--- config.mk ---
export PLATFORM = sky130hd
export DESIGN_NAME = pps_gen
export DESIGN_NICKNAME = d
export VERILOG_FILES = /design/src/rtl/pps_pkg.sv /design/src/rtl/pps_step_add.sv /design/src/rtl/pps_roll_watch.sv /design/src/rtl/pps_gen.sv
export SDC_FILE = /design/constraint.sdc
export NUM_CORES = 1
export LEC_CHECK = 0
export BUFFER_PORTS_ARGS = -buffer_cell sky130_fd_sc_hd__buf_2
export CORE_UTILIZATION = 52
export DETAILED_ROUTE_END_ITERATION = 8
export PLACE_DENSITY = 0.78
export SLEW_MARGIN = 10
export SYNTH_ARGS = -nofsm -noshare
export SYNTH_HDL_FRONTEND = slang
export SYNTH_SLANG_ARGS = --single-unit
export TNS_END_PERCENT = 50
--- constraint.sdc ---
create_clock -name clk -period 11.2 [get_ports clk]
set_input_delay 1.12 -clock clk [delete_from_list [all_inputs] [get_ports clk]]
set_output_delay 1.12 -clock clk [all_outputs]
set_load 0.005 [all_outputs]
--- src/rtl/pps_pkg.sv ---
package pps_pkg;

    localparam int NS_W    = 32;
    localparam int FRAC_W  = 32;
    localparam int STAMP_W = NS_W + FRAC_W;

    typedef struct packed {
        logic [NS_W-1:0]   ns;
        logic [FRAC_W-1:0] frac;
    } pps_stamp_t;

    typedef enum logic {
        PH_LOW  = 1'b0,
        PH_HIGH = 1'b1
    } pps_phase_e;

    function automatic logic stamp_reached(pps_stamp_t now, pps_stamp_t thr);
        return {now.ns, now.frac} >= {thr.ns, thr.frac};
    endfunction

    function automatic pps_phase_e phase_flip(pps_phase_e ph);
        return (ph == PH_HIGH) ? PH_LOW : PH_HIGH;
    endfunction

endpackage

--- src/rtl/pps_step_add.sv ---
module pps_step_add
    import pps_pkg::*;
#(
    parameter int unsigned ROLLOVER = 1000000000,
    parameter int          MAX_WRAP = 4,
    localparam int         WRAP_W   = $clog2(MAX_WRAP + 1)
) (
    input  pps_stamp_t          base,
    input  logic [STAMP_W-1:0]  step,
    output pps_stamp_t          next,
    output logic [WRAP_W-1:0]   wraps
);
    localparam int SUM_W = NS_W + 2;

    logic [FRAC_W:0]      frac_sum;
    logic [SUM_W-1:0]     ns_sum;
    logic [MAX_WRAP-1:0]  over;
    logic [SUM_W-1:0]     take;
    logic [SUM_W-1:0]     rem;

    assign frac_sum = {1'b0, base.frac} + {1'b0, step[FRAC_W-1:0]};
    assign ns_sum   = {2'b00, base.ns} + {2'b00, step[STAMP_W-1:FRAC_W]}
                    + {{(SUM_W-1){1'b0}}, frac_sum[FRAC_W]};

    // One comparator per whole rollover that the sum may cross.
    for (genvar k = 0; k < MAX_WRAP; k++) begin : g_over
        localparam logic [SUM_W-1:0] LIMIT = SUM_W'(64'(ROLLOVER) * 64'(k + 1));
        assign over[k] = (ns_sum >= LIMIT);
    end

    always_comb begin
        wraps = '0;
        for (int i = 0; i < MAX_WRAP; i++) begin
            wraps = wraps + WRAP_W'(over[i]);
        end
    end

    assign take      = SUM_W'(wraps) * SUM_W'(ROLLOVER);
    assign rem       = ns_sum - take;
    assign next.ns   = rem[NS_W-1:0];
    assign next.frac = frac_sum[FRAC_W-1:0];

endmodule

--- src/rtl/pps_roll_watch.sv ---
module pps_roll_watch
    import pps_pkg::*;
#(
    parameter int WRAP_W = 3
) (
    input  logic              clk,
    input  logic              rst,
    input  logic [NS_W-1:0]   time_ns,
    input  logic              clr,
    input  logic              load,
    input  logic [WRAP_W-1:0] load_val,
    output logic              armed
);
    logic [NS_W-1:0]   prev_ns;
    logic [WRAP_W-1:0] pend;
    logic              roll;

    assign roll  = (time_ns < prev_ns);
    // The rollover that drains the last pending wrap already compares.
    assign armed = (pend == '0) || ((pend == WRAP_W'(1)) && roll);

    always_ff @(posedge clk) begin
        if (rst) begin
            prev_ns <= '0;
            pend    <= '0;
        end else begin
            prev_ns <= time_ns;
            if (clr) begin
                pend <= '0;
            end else if (load) begin
                pend <= load_val;
            end else if (roll && (pend != '0)) begin
                pend <= pend - WRAP_W'(1);
            end
        end
    end

    // each observed rollover drains one pending wrap
    p_drain_r5: assert property (@(posedge clk) disable iff (rst)
        (roll && (pend != '0) && !clr && !load) |=> (pend == $past(pend) - WRAP_W'(1)));

    // a threshold write leaves nothing pending
    p_clear_r6: assert property (@(posedge clk) disable iff (rst)
        clr |=> (pend == '0));

endmodule

--- src/rtl/pps_gen.sv ---
module pps_gen
    import pps_pkg::*;
#(
    parameter int unsigned ROLLOVER = 1000000000,
    parameter int          MAX_WRAP = 4
) (
    input  logic               clk,
    input  logic               rst,
    input  logic               pps_en,
    input  logic               pps_inv,
    input  logic [NS_W-1:0]    time_ns,
    input  logic [FRAC_W-1:0]  time_frac,
    input  logic [31:0]        thr_wdata,
    input  logic               thr_ns_we,
    input  logic               thr_frac_we,
    input  logic [STAMP_W-1:0] hi_step,
    input  logic [STAMP_W-1:0] lo_step,
    output logic               pps_out
);
    localparam int WRAP_W = $clog2(MAX_WRAP + 1);

    pps_stamp_t         thr_q;
    pps_stamp_t         now;
    pps_stamp_t         adv;
    pps_phase_e         phase_q;
    pps_phase_e         phase_nx;
    logic [STAMP_W-1:0] step_sel;
    logic [WRAP_W-1:0]  wraps;
    logic               wr;
    logic               armed;
    logic               hit;

    assign now.ns   = time_ns;
    assign now.frac = time_frac;
    assign wr       = thr_ns_we | thr_frac_we;
    assign phase_nx = phase_flip(phase_q);
    assign step_sel = (phase_nx == PH_HIGH) ? hi_step : lo_step;
    assign hit      = pps_en && !wr && armed && stamp_reached(now, thr_q);

    pps_step_add #(
        .ROLLOVER (ROLLOVER),
        .MAX_WRAP (MAX_WRAP)
    ) u_add (
        .base  (thr_q),
        .step  (step_sel),
        .next  (adv),
        .wraps (wraps)
    );

    pps_roll_watch #(
        .WRAP_W (WRAP_W)
    ) u_roll (
        .clk      (clk),
        .rst      (rst),
        .time_ns  (time_ns),
        .clr      (wr),
        .load     (hit),
        .load_val (wraps),
        .armed    (armed)
    );

    always_ff @(posedge clk) begin
        if (rst) begin
            thr_q   <= '0;
            phase_q <= PH_LOW;
        end else begin
            if (thr_ns_we)   thr_q.ns   <= thr_wdata;
            if (thr_frac_we) thr_q.frac <= thr_wdata;
            if (hit)         thr_q      <= adv;

            if (!pps_en)  phase_q <= PH_LOW;
            else if (hit) phase_q <= phase_nx;
        end
    end

    assign pps_out = (phase_q == PH_HIGH) ^ pps_inv;

    // disabled generator rests low
    p_rest_low_r2: assert property (@(posedge clk) disable iff (rst)
        !pps_en |=> (phase_q == PH_LOW));

    // disabled generator keeps its threshold
    p_hold_thr_r2: assert property (@(posedge clk) disable iff (rst)
        (!pps_en && !wr) |=> $stable(thr_q));

    // a hit flips the level
    p_toggle_r3: assert property (@(posedge clk) disable iff (rst)
        hit |=> (phase_q != $past(phase_q)));

    // an in-range threshold stays in range after advancing
    p_in_range_r5: assert property (@(posedge clk) disable iff (rst)
        (hit && (thr_q.ns < ROLLOVER)) |=> (thr_q.ns < ROLLOVER));

    // a write wins over a hit, the level holds
    p_write_wins_r6: assert property (@(posedge clk) disable iff (rst)
        (wr && pps_en) |=> $stable(phase_q));

    // nanosecond write lands next cycle
    p_load_ns_r6: assert property (@(posedge clk) disable iff (rst)
        thr_ns_we |=> (thr_q.ns == $past(thr_wdata)));

endmodule

==> run summary <==
Crit-path max FO = 3
Post-route cell area = 15000 um^2
Setup TNS = -7.30 ps
CTS max path bufs = 2
Post-detailed-route count of antenna-violating nets = 0
Post-route DRC = 0
Slew margin rel. = 29.8%
CP Launch Type = input port
Class of the worst hold path = flip-flop to flip-flop
Clk sinks = 100
Min Hold Slack = 581 ps
CTS root buf = clkbuf_16
H-Tree Depth = 3
Final setup viols = 1
Setup CP Type = input port to flip-flop
CP max stage cell = fa_2
Tmin final = 11210 ps
Clock Skew = 12.7 ps
Status = complete, but fails checks
First-pass GRT wire length = 59100 um
Critical Path Sink Type = flip-flop
Vias in the first global route = 11800
CTS clk-pin slew, worst paths = 80 ps
Post-route clock period utilization = 100%
Post-Synthesis Cells = 1529
Synth warnings = 0
Vias per cell = 5.91
Max-cap violations = 0
Area grow syn2layout = 22.2%
# port buffers = 230
Vias post-DR = 12700
DR pass1 iterations = 6
Layout cells sized above 1 = 26.9%
Register area share after synthesis = 16.3%
Final Wtd Congestion = 1.03
CP Data Arrival Time = 11430 ps
Achievable Freq = 0.0892 GHz
Core area = 22900 um^2
Setup ws final = -7.30 ps
Ys async rst share = 0%
Failing checks = negative setup slack
Most frequent cell on the critical path = fa_2
Filler cells = 1905
Hold_buf cts = 0
Final WL = 38300 um
Routed len/inst = 17.9 um
Max stage delay on crit path = 590 ps
Post-synth EDFFs = 0
Detailed Route Iter0 Violations = 1181
Synth cell types = 81
Avg Synthesized Cell Area = 8.04 um^2
Nets = 2254
Final Hold Viols = 0
Mapped Nets = 1960
Post-Synthesis Cell Area = 12300 um^2
Post-DP HPWL = 30800 um
Clock latency at the later pin of the worst-skew pair = 370 ps
GRT Residual Overflow = 0
Slew at the pin with the worst max-slew slack = 1050 ps
Yosys reg bits = 100
Pins Over Slew Limit = 0
Synth Flop Type = dfxtp_1
Initial antenna violation count = 1
Pin count of the biggest net entering global routing = 102
Chip height = 156 um
Inserted Clock Buffers = 9
Die Width = 156 um
Row cnt = 55
Cell area after placement = 14300 um^2
Initial Util = 53.7%
TritonCTS clock tree = yes
Total GRT Usage = 31.0%
Die area = 24300 um^2
RSZ-0062 raised after global routing = yes
CP required = 11420 ps
IO Pins = 231
[flip-flops by register name (all words and copies together), names as in the netlist]
signal          flops
phase_q             1
u_roll.pend         3
u_roll.prev_ns     32
thr_q              64
[final timing paths]
| path | startpoint | end | slack, ps | depth (start not counted) |
|---|---|---|---|---|
| max | hi_step[0] | thr_q[63] | -7 | 52 |
| min reg2reg | thr_q[6] | thr_q[6] | 580 | 2 |
| min | thr_q[6] | thr_q[6] | 580 | 2 |
| max reg2reg | phase_q | thr_q[63] | 220 | 50 |
[synth_stat cells, types with 4 or more instances]
| master | instances | area share [%] |
|---|---|---|
| ha_1 | 195 | 20 |
| inv_1 | 135 | 4.1 |
| nor2_1 | 130 | 4.0 |
| a21oi_1 | 105 | 4.3 |
| dfxtp_1 | 100 | 16 |
| nand2_1 | 86 | 2.6 |
| o21ai_0 | 79 | 3.2 |
| mux2_2 | 64 | 5.9 |
| a211oi_1 | 61 | 3.7 |
| xnor2_1 | 57 | 4.1 |
| a21o_1 | 51 | 3.1 |
| mux2i_1 | 51 | 4.2 |
| nor2b_1 | 47 | 2.4 |
| clkbuf_1 | 32 | 0.98 |
| xor2_1 | 25 | 1.8 |
| nand4_1 | 24 | 1.2 |
| o211ai_1 | 24 | 1.5 |
| a31oi_1 | 20 | 1.0 |
| buf_2 | 18 | 0.73 |
| nand3_1 | 17 | 0.69 |
| nor3_1 | 17 | 0.69 |
| o21a_1 | 17 | 1.0 |
| nand2b_1 | 12 | 0.61 |
| and3_1 | 11 | 0.56 |
| o21bai_1 | 11 | 0.67 |
| or3_1 | 9 | 0.46 |
| o21ai_1 | 7 | 0.28 |
| fa_1 | 6 | 0.98 |
| o31ai_1 | 6 | 0.37 |
| a31o_2 | 5 | 0.36 |
| buf_4 | 5 | 0.31 |
| nand3b_1 | 5 | 0.31 |
| a211oi_2 | 4 | 0.41 |
| a41oi_1 | 4 | 0.28 |
| and2_1 | 4 | 0.20 |
| nor4_1 | 4 | 0.20 |
| o2111ai_1 | 4 | 0.28 |
| o211a_1 | 4 | 0.33 |
| o21ai_2 | 4 | 0.28 |
| o31a_1 | 4 | 0.28 |
| or2_2 | 4 | 0.20 |
[logic make-up after synthesis]
| kind of cell | Yosys count | synth area share, % |
|---|---|---|
| XOR/XNOR | 85 | 6.24 |
| buffers and inverters | 193 | 6.29 |
| AND/OR/NAND/NOR | 383 | 15.1 |
| AO/OA/AOI/OAI | 451 | 25.1 |
| adder cells (fa/ha/maj) | 202 | 20.9 |
| flip-flops | 100 | 16.3 |
| multiplexers | 115 | 10.0 |
[critical path, delay by kind of cell]
kind	cells	cell delay, ps
AOI/OAI and AO/OA	30	5770
xor gates and xnor gates	3	480
adders and majority gates	9	2900
buffers and inverters	4	230
muxes	1	280
and+or+nand+nor	5	670
[repair_timing]
item                                    in CTS  in global routing
pin swaps                                    2                 50
gates resized for setup                      4                 42
endpoints found under the setup margin       6                  9
buffers inserted                             1                 14
gates cloned                                 0                  0
[cell type report]
| class | instances | area (um^2) | share of cell area, % |
|---|---|---|---|
| diodes | 1 | 2.50 | 0.0167 |
| clock buffers | 11 | 243 | 1.62 |
| clock inverters | 5 | 85.1 | 0.566 |
| inverters | 136 | 510 | 3.40 |
| multi-input cells | 1236 | 9770 | 65.1 |
| flip-flops and latches | 100 | 2010 | 13.3 |
| well taps | 313 | 392 | 2.61 |
| repair buffers | 340 | 2010 | 13.4 |
[through the flow]
| step | cells | utilization [%] | setup WS [ps] |
|---|---|---|---|
| 2_1_floorplan | 1529 | - | 27.2 |
| 3_3_place_gp | 2110 | 62.5 | -366 |
| 3_5_place_dp | 2110 | 62.5 | -569 |
| 4_1_cts | 2127 | 64.1 | 10.8 |
| 5_1_grt | 2142 | 65.6 | -533 |
| 6_report | 2142 | 65.6 | -7.30 |
[layer usage]
metal | wire length [um] | vias to the layer above | track usage [%]
met5 | 0 | - | 0
met4 | 1400 | 0 | 12.2
met3 | 2500 | 88 | 4.03
met2 | 17800 | 518 | 52.2
met1 | 16600 | 5912 | 39.9
li1 | - | 6146 | -
[layout by cell type (no fill, tap or decap), types with 5 or more instances in the layout]
cell / synthesis / routed
clkbuf_16: 0 / 9
a21oi_2: 2 / 5
ha_4: 0 / 5
o21ai_0: 79 / 75
and3_1: 11 / 10
nor2_1: 130 / 129
nor2b_1: 47 / 46
a21oi_1: 105 / 102
xnor2_1: 57 / 57
inv_1: 135 / 132
nand3_1: 17 / 17
mux2_2: 64 / 63
a31o_2: 5 / 5
nand2_1: 86 / 86
mux2i_1: 51 / 51
o21ai_1: 7 / 10
o21ai_2: 4 / 5
or3_1: 9 / 9
o21a_1: 17 / 17
dfxtp_1: 100 / 99
buf_4: 5 / 106
ha_1: 195 / 188
o21bai_1: 11 / 11
fa_2: 0 / 5
nand3b_1: 5 / 5
o211ai_1: 24 / 24
a31oi_1: 20 / 18
a211oi_1: 61 / 61
nand2b_1: 12 / 12
buf_6: 1 / 5
xor2_1: 25 / 25
buf_2: 18 / 228
nor3_1: 17 / 15
nand4_1: 24 / 24
a21o_1: 51 / 51
Power is left out: the tool's default activity adds up to more than one toggle a clock period on the data nets, which glitch-free logic cannot reach.
